## src/rtl/cit_pkg.sv

```systemverilog
// Package for the compare-match timer: sizes and the register address map.
// Assumes byte addressing with 32-bit word-aligned registers.
package cit_pkg;
    localparam int ADDR_W    = 8;
    localparam int NUM_CHAIN = 2;
    localparam int NUM_CMP   = 4;

    localparam logic [ADDR_W-1:0] A_CTRL   = 8'h00;
    localparam logic [ADDR_W-1:0] A_SRCSEL = 8'h04;
    localparam logic [ADDR_W-1:0] A_PRE0   = 8'h08;
    localparam logic [ADDR_W-1:0] A_UC0    = 8'h10;
    localparam logic [ADDR_W-1:0] A_FRC0   = 8'h18;
    localparam logic [ADDR_W-1:0] A_CMP0   = 8'h20;
    localparam logic [ADDR_W-1:0] A_IENSET = 8'h40;
    localparam logic [ADDR_W-1:0] A_IENCLR = 8'h44;
    localparam logic [ADDR_W-1:0] A_FLAG   = 8'h48;

    // Per-chain registers sit 4 bytes apart.
    function automatic logic [ADDR_W-1:0] chain_addr(logic [ADDR_W-1:0] base, int idx);
        return ADDR_W'(int'(base) + 4 * idx);
    endfunction

    // Compare channel n: its compare value at 0x20+8n, its step 4 bytes above.
    function automatic logic [ADDR_W-1:0] cmp_addr(int idx, bit is_step);
        return ADDR_W'(int'(A_CMP0) + 8 * idx + (is_step ? 4 : 0));
    endfunction
endpackage

```

## src/rtl/cit_chain.sv

```systemverilog
// One counter chain: a prescale counter that advances a free-running counter.
// Assumes the limit register reads as "period in clocks", with 0 treated as 1.
// Software writes to any of the three registers take priority over counting.
module cit_chain #(
    parameter int W = 32
) (
    input  logic         clk,
    input  logic         rst_n,
    input  logic         run,
    input  logic         pre_wr,
    input  logic         uc_wr,
    input  logic         frc_wr,
    input  logic [W-1:0] wdata,
    output logic [W-1:0] pre,
    output logic [W-1:0] uc,
    output logic [W-1:0] frc,
    output logic         tick
);
    logic [W:0] uc_inc;

    // Next prescale count, one bit wider so the compare cannot wrap.
    always_comb begin
        uc_inc = {1'b0, uc} + {{W{1'b0}}, 1'b1};
        tick   = run && (uc_inc >= {1'b0, pre});
    end

    // Prescale limit register.
    always_ff @(posedge clk) begin
        if (!rst_n)      pre <= '0;
        else if (pre_wr) pre <= wdata;
    end

    // Prescale counter: counts while running, wraps to 0 on reaching the limit.
    always_ff @(posedge clk) begin
        if (!rst_n)      uc <= '0;
        else if (uc_wr)  uc <= wdata;
        else if (tick)   uc <= '0;
        else if (run)    uc <= uc_inc[W-1:0];
    end

    // Free-running counter: one step per prescale wrap.
    always_ff @(posedge clk) begin
        if (!rst_n)      frc <= '0;
        else if (frc_wr) frc <= wdata;
        else if (tick)   frc <= frc + W'(1);
    end

    AST_FRC_HOLD_STOPPED: assert property (@(posedge clk) disable iff (!rst_n)
        (!run && !frc_wr) |=> $stable(frc));
    AST_FRC_SINGLE_STEP: assert property (@(posedge clk) disable iff (!rst_n)
        !frc_wr |=> (frc == $past(frc) || frc == $past(frc) + W'(1)));
endmodule

```

## src/rtl/cit_cmp.sv

```systemverilog
// One compare channel: watches the free-running counter of the selected chain.
// A match is the selected counter stepping onto the compare value. On a match
// the compare value grows by the step. A software write to the compare value
// wins over that update.
module cit_cmp #(
    parameter int W = 32
) (
    input  logic         clk,
    input  logic         rst_n,
    input  logic         sel,
    input  logic [W-1:0] frc0,
    input  logic [W-1:0] frc1,
    input  logic         tick0,
    input  logic         tick1,
    input  logic         cmp_wr,
    input  logic         step_wr,
    input  logic [W-1:0] wdata,
    output logic [W-1:0] cmp,
    output logic [W-1:0] step,
    output logic         match
);
    logic [W-1:0] src_frc;
    logic         src_tick;

    // Pick the source chain and detect the counter arriving at the compare value.
    always_comb begin
        src_frc  = sel ? frc1  : frc0;
        src_tick = sel ? tick1 : tick0;
        match    = src_tick && ((src_frc + W'(1)) == cmp);
    end

    // Compare register: software load, or self-increment by the step on a match.
    always_ff @(posedge clk) begin
        if (!rst_n)      cmp <= '0;
        else if (cmp_wr) cmp <= wdata;
        else if (match)  cmp <= cmp + step;
    end

    // Step register.
    always_ff @(posedge clk) begin
        if (!rst_n)       step <= '0;
        else if (step_wr) step <= wdata;
    end

    AST_STEP_ON_MATCH: assert property (@(posedge clk) disable iff (!rst_n)
        (match && !cmp_wr) |=> (cmp == $past(cmp) + $past(step)));
    AST_CMP_HOLD: assert property (@(posedge clk) disable iff (!rst_n)
        (!match && !cmp_wr) |=> $stable(cmp));
endmodule

```

## src/rtl/cit_timer.sv

```systemverilog
// Top of the compare-match timer: register decode, run control, source
// selection, enables, write-one-to-clear flags and the two interrupt outputs.
// Assumes one write per cycle and a combinational read path. If a match and a
// clearing write hit the same flag in the same cycle, the match wins.
module cit_timer
    import cit_pkg::*;
#(
    parameter int W = 32
) (
    input  logic              clk,
    input  logic              rst_n,
    input  logic              wr_en,
    input  logic [ADDR_W-1:0] addr,
    input  logic [W-1:0]      wdata,
    output logic [W-1:0]      rdata,
    output logic              irq_ch0,
    output logic              irq_cpu
);
    localparam int SEL_STRIDE = 4;

    logic [NUM_CHAIN-1:0] run_q;
    logic [NUM_CHAIN-1:0] tick;
    logic [NUM_CMP-1:0]   sel_q;
    logic [NUM_CMP-1:0]   ien_q;
    logic [NUM_CMP-1:0]   flag_q;
    logic [NUM_CMP-1:0]   match;
    logic [W-1:0]         pre  [NUM_CHAIN];
    logic [W-1:0]         uc   [NUM_CHAIN];
    logic [W-1:0]         frc  [NUM_CHAIN];
    logic [W-1:0]         cmp  [NUM_CMP];
    logic [W-1:0]         step [NUM_CMP];

    logic wr_flag;
    assign wr_flag = wr_en && (addr == A_FLAG);

    for (genvar g = 0; g < NUM_CHAIN; g++) begin : g_chain
        cit_chain #(.W(W)) u_chain (
            .clk    (clk),
            .rst_n  (rst_n),
            .run    (run_q[g]),
            .pre_wr (wr_en && addr == chain_addr(A_PRE0, g)),
            .uc_wr  (wr_en && addr == chain_addr(A_UC0, g)),
            .frc_wr (wr_en && addr == chain_addr(A_FRC0, g)),
            .wdata  (wdata),
            .pre    (pre[g]),
            .uc     (uc[g]),
            .frc    (frc[g]),
            .tick   (tick[g])
        );
    end

    for (genvar c = 0; c < NUM_CMP; c++) begin : g_cmp
        cit_cmp #(.W(W)) u_cmp (
            .clk     (clk),
            .rst_n   (rst_n),
            .sel     (sel_q[c]),
            .frc0    (frc[0]),
            .frc1    (frc[1]),
            .tick0   (tick[0]),
            .tick1   (tick[1]),
            .cmp_wr  (wr_en && addr == cmp_addr(c, 1'b0)),
            .step_wr (wr_en && addr == cmp_addr(c, 1'b1)),
            .wdata   (wdata),
            .cmp     (cmp[c]),
            .step    (step[c]),
            .match   (match[c])
        );

        AST_FLAG_ON_MATCH: assert property (@(posedge clk) disable iff (!rst_n)
            match[c] |=> flag_q[c]);
    end

    // Run control and source selection registers.
    always_ff @(posedge clk) begin
        if (!rst_n) begin
            run_q <= '0;
            sel_q <= '0;
        end else if (wr_en && addr == A_CTRL) begin
            run_q <= wdata[NUM_CHAIN-1:0];
        end else if (wr_en && addr == A_SRCSEL) begin
            for (int n = 0; n < NUM_CMP; n++) sel_q[n] <= wdata[SEL_STRIDE*n];
        end
    end

    // Interrupt enables: separate set and clear addresses, write 1 to act.
    always_ff @(posedge clk) begin
        if (!rst_n)                        ien_q <= '0;
        else if (wr_en && addr == A_IENSET) ien_q <= ien_q | wdata[NUM_CMP-1:0];
        else if (wr_en && addr == A_IENCLR) ien_q <= ien_q & ~wdata[NUM_CMP-1:0];
    end

    // Flags: set by a match, cleared by writing 1. Match takes priority.
    always_ff @(posedge clk) begin
        if (!rst_n) begin
            flag_q <= '0;
        end else begin
            for (int n = 0; n < NUM_CMP; n++) begin
                if (match[n])                     flag_q[n] <= 1'b1;
                else if (wr_flag && wdata[n])     flag_q[n] <= 1'b0;
            end
        end
    end

    // Interrupt outputs: channel 0 alone, channels 1 to 3 merged.
    always_comb begin
        irq_ch0 = flag_q[0] & ien_q[0];
        irq_cpu = |(flag_q[NUM_CMP-1:1] & ien_q[NUM_CMP-1:1]);
    end

    // Read multiplexer.
    always_comb begin
        rdata = '0;
        if (addr == A_CTRL) begin
            rdata[NUM_CHAIN-1:0] = run_q;
        end else if (addr == A_SRCSEL) begin
            for (int n = 0; n < NUM_CMP; n++) rdata[SEL_STRIDE*n] = sel_q[n];
        end else if (addr == A_IENSET || addr == A_IENCLR) begin
            rdata[NUM_CMP-1:0] = ien_q;
        end else if (addr == A_FLAG) begin
            rdata[NUM_CMP-1:0] = flag_q;
        end else begin
            for (int g = 0; g < NUM_CHAIN; g++) begin
                if (addr == chain_addr(A_PRE0, g)) rdata = pre[g];
                if (addr == chain_addr(A_UC0, g))  rdata = uc[g];
                if (addr == chain_addr(A_FRC0, g)) rdata = frc[g];
            end
            for (int n = 0; n < NUM_CMP; n++) begin
                if (addr == cmp_addr(n, 1'b0)) rdata = cmp[n];
                if (addr == cmp_addr(n, 1'b1)) rdata = step[n];
            end
        end
    end

    AST_FLAG_NO_SELF_CLEAR: assert property (@(posedge clk) disable iff (!rst_n)
        !wr_flag |=> ((flag_q & $past(flag_q)) == $past(flag_q)));
    AST_IEN_SET_BITS: assert property (@(posedge clk) disable iff (!rst_n)
        (wr_en && addr == A_IENSET) |=>
        ((ien_q & $past(wdata[NUM_CMP-1:0])) == $past(wdata[NUM_CMP-1:0])));
    AST_CPU_IRQ_FALL: assert property (@(posedge clk) disable iff (!rst_n)
        $fell(irq_cpu) |-> $past(wr_en && (addr == A_FLAG || addr == A_IENCLR)));
endmodule

```

## config.mk

```make
export PLATFORM = sky130hd
export DESIGN_NAME = cit_timer
export DESIGN_NICKNAME = d
export VERILOG_FILES = /design/src/rtl/cit_pkg.sv /design/src/rtl/cit_chain.sv /design/src/rtl/cit_cmp.sv /design/src/rtl/cit_timer.sv
export SDC_FILE = /design/constraint.sdc
export NUM_CORES = 2
export LEC_CHECK = 0
export CORE_MARGIN = 2
export CORE_UTILIZATION = 40
export CTS_BUF_LIST = sky130_fd_sc_hd__clkbuf_8
export CTS_CLUSTER_DIAMETER = 100
export DETAILED_ROUTE_END_ITERATION = 12
export GPL_ROUTABILITY_DRIVEN = 0
export PLACE_DENSITY = 0.53
export SYNTH_ARGS = -nofsm -noshare
export SYNTH_HDL_FRONTEND = slang
export SYNTH_SLANG_ARGS = --single-unit
```

## constraint.sdc

```tcl
create_clock -name clk -period 6.4 [get_ports clk]
set_clock_uncertainty 0.15 [all_clocks]
set_input_delay 1.28 -clock clk [delete_from_list [all_inputs] [get_ports clk]]
set_output_delay 1.28 -clock clk [all_outputs]
set_load 0.02 [all_outputs]
```

==> run summary <==
Max stage delay cell, worst path = a222oi_1
Vias in the first global route = 36100
Ys Warns = 0
Slew margin rel. = 0.121
Crit. End Element = output pin
Max Clock Freq = 161 MHz
Hold Slack = 0.324 ns
1st-pass router iterations = 8
Core footprint = 93600 um2
Pin count of the biggest net entering global routing = 150
Crit-path cells = clkdlybuf4s50_1 -> clkinv_1 -> nand3_1 -> nor2_4 -> a222oi_1 -> nand2_1 -> a221oi_1 -> a21oi_1 -> a221oi_1 -> buf_4 -> a21oi_1 -> a21oi_1 -> nand2_1 -> clkdlybuf4s50_1
Hold EP = g_chain[1].u_chain.pre[17]
Critical path's top delay family = buffers and inverters
Row count = 112
Synthesis-to-finish area growth = 10.7%
Post-layout instance count excluding filler cells = 6359
Post-CTS resize count = 0
Post-CTS setup buffers = 0
Port Buf Inserts = 76
Hold Path Stages = 2
Cell Pwr Density = 152 nW/um2
Yosys cell types = 94
Clk root buf = clkbuf_8
Post-synth top cells = nand2_1 (708), dfxtp_1 (462), a21oi_1 (445)
Dominant synthesized flop cell = dfxtp_1
Initial antenna violation count = 3
Final setup vio count = 0
Hold Crit Class = flip-flop to flip-flop
Max incr delay on CP = 0.59 ns
DRT iter0 DRCs = 5269
Total track usage = 0.338
Reg-to-Reg End = g_cmp[0].u_cmp.cmp[31]
Cell taking the most area after synthesis = dfxtp_1
Clock slew at reported path FFs = 0.05 ns
Synthesized Nets = 5356
Placed Cells = 6191
Fin worst setup slack = 0.189 ns
Syn_area_per_cell = 7.40 um2
Register area share after synthesis = 0.244
Tightest Pin Transition = 1.31 ns
Seq cells post-synth = 462
Clock Path Buffers = 3
Detailed-route vias per instance = 6.29
Setup Total Neg Slack = 0 ns
DP HPWL = 125 mm
Max-cap viol count = 0
Clock tree sinks = 462
Unrepaired setup endpoints after global routing = false
Ys async rst share = 0
Crit Path Max Fanout = 6
Cell area after synthesis = 37900 um2
CP Class = input pin to output pin
Synth top area share = 0.244
CTS tree = done
Full die area = 97100 um2
Die Y = 312 um
I/O pin cnt = 77
Static leakage power = 15.0 nW
Final min period = 6.21 ns
Max-slew violations = 0
Die Wd = 312 um
R2R depth = 20
Worst vdd ir = 0.168 mV
Post-Synthesis Cells = 5113
Routed len/inst = 26.8 um
Layout cell share with drive strength beyond 1 = 0.0760
Top-count cell post-synth = nand2_1
Net count, final = 5275
Post-synth EDFFs = 0
Routed WL = 170 mm
First-pass GRT wire length = 249 mm
Vias = 40000
Critical path startpoint category = input pin
ANT nets after route = 0
Fin crit share = 0.971
Num CTS Buffers = 93
Starting Density = 0.404
Hold_sp = g_chain[1].u_chain.pre[17]
Top cells by area, synth = dfxtp_1 (24%), nand2_1 (7.0%), ha_1 (6.5%), xnor2_1 (6.4%), a21oi_1 (5.9%)
Outcome = completed
Reg-to-reg critical path startpoint = g_chain[1].u_chain.uc[12]
Most numerous cell on the critical path = a21oi_1
Total gr overflow = 0
R2R setup slack = 0.29 ns
Buf+Inv Stages, Crit Path = 4
Hold bufs inserted after CTS = 0
Final hold vios = 0
Data arrival time of the critical path = 4.78 ns
WP depth = 14
DRC violations left = 0
Clk_lat worst skew = 0.77 ns
Pre-CTS WS = 0.297 ns
H-tree depth = 3
Power Total = 6.36 mW
WP data required = 4.97 ns
==> layer usage <==
layer  GRT usage  share of wire  up-vias
li1            -              -    18500
met1       0.464           0.43    19000
met2       0.492           0.42     2007
met3      0.0634          0.089      417
met4       0.197          0.066        2
met5           0       0.000065        -
==> metrics by stage <==
step           utilization  instance area, um2
2_1_floorplan            -               37900
3_3_place_gp         0.428               40100
3_5_place_dp         0.428               40100
4_1_cts              0.448               41900
5_1_grt              0.448               41900
6_report             0.448               41900
==> layout make-up <==
cell class,count,area [um2]
Fill cell,9733,51700
Multi-Input combinational cell,4101,26600
Sequential cell,462,9260
Timing Repair Buffer,227,2080
Tap cell,1254,1570
Clock buffer,113,1560
Inverter,147,559
Clock inverter,52,302
Antenna cell,3,7.51
==> cell families after synthesis <==
family | Yosys count | synth area share
AOI/OAI and AO/OA | 1433 | 0.250
xor gates and xnor gates | 403 | 0.0936
adders and majority gates | 200 | 0.0669
buffers and inverters | 550 | 0.0565
DFF | 462 | 0.244
muxes | 229 | 0.0613
and+or+nand+nor | 1836 | 0.227
==> cell usage in the layout (no fill, tap or decap), drive strengths merged, types with 22 or more instances in the layout <==
master         netlist  routed
a211oi             143     143
a21o                62      62
a21oi              445     445
a221oi              22      22
a222oi              44      44
a22oi              147     147
a311oi              43      43
a31oi               44      44
and2                34      34
and3                51      51
and4                22      22
buf                 79     153
clkbuf             324     113
clkdlybuf4s50        0      74
dfxtp              462     462
ha                 196     196
inv                145     182
mux2                23      23
mux2i              206     206
nand2              708     708
nand2b              27      27
nand3              192     192
nand3b              24      24
nand4              114     114
nand4b              23      23
nor2               400     400
nor3               114     114
nor4                26      26
o211ai              31      31
o21a                29      29
o21ai              214     214
o22ai               26      26
or3                 27      27
xnor2              276     276
xor2               126     126
==> worst reg2reg max path, delay by kind of cell, from the launching register on <==
kind                       cells  cell delay [ns]
and+or+nand+nor                8             2.69
AOI/OAI and AO/OA              6             1.32
DFF                            1             0.60
buffers and inverters          3             0.51
adders and majority gates      1             0.30
muxes                          1             0.19
xor gates and xnor gates       1             0.18
==> sequential cells by signal (all words and copies together), names as in the netlist, named ones only <==
register and count:
g_cmp.u_cmp.cmp 128, g_cmp.u_cmp.step 128, g_chain.u_chain.frc 64, g_chain.u_chain.pre 64, g_chain.u_chain.uc 64, flag_q 4
sel_q 4, run_q 2
==> how the worst max path moves through the flow <==
stage / start / to / slack [ns]
6_report: addr[2] / rdata[12] / 0.19
5_1_grt: addr[7] / rdata[0] / 0.001
4_1_cts: addr[2] / rdata[12] / 0.28
3_5_place_dp: addr[2] / rdata[12] / 0.30
3_3_place_gp: addr[2] / rdata[12] / 0.27
2_1_floorplan: g_chain[0].u_chain.uc[2] / g_chain[0].u_chain.frc[31] / 1.15
==> where the power goes <==
part	switching [mW]	internal, mW
sequential	0.0123	2.88
combinational	0.234	0.0719
clock	1.49	1.68
total	1.73	4.63
Note: power is estimated with default switching activity, not from simulation.
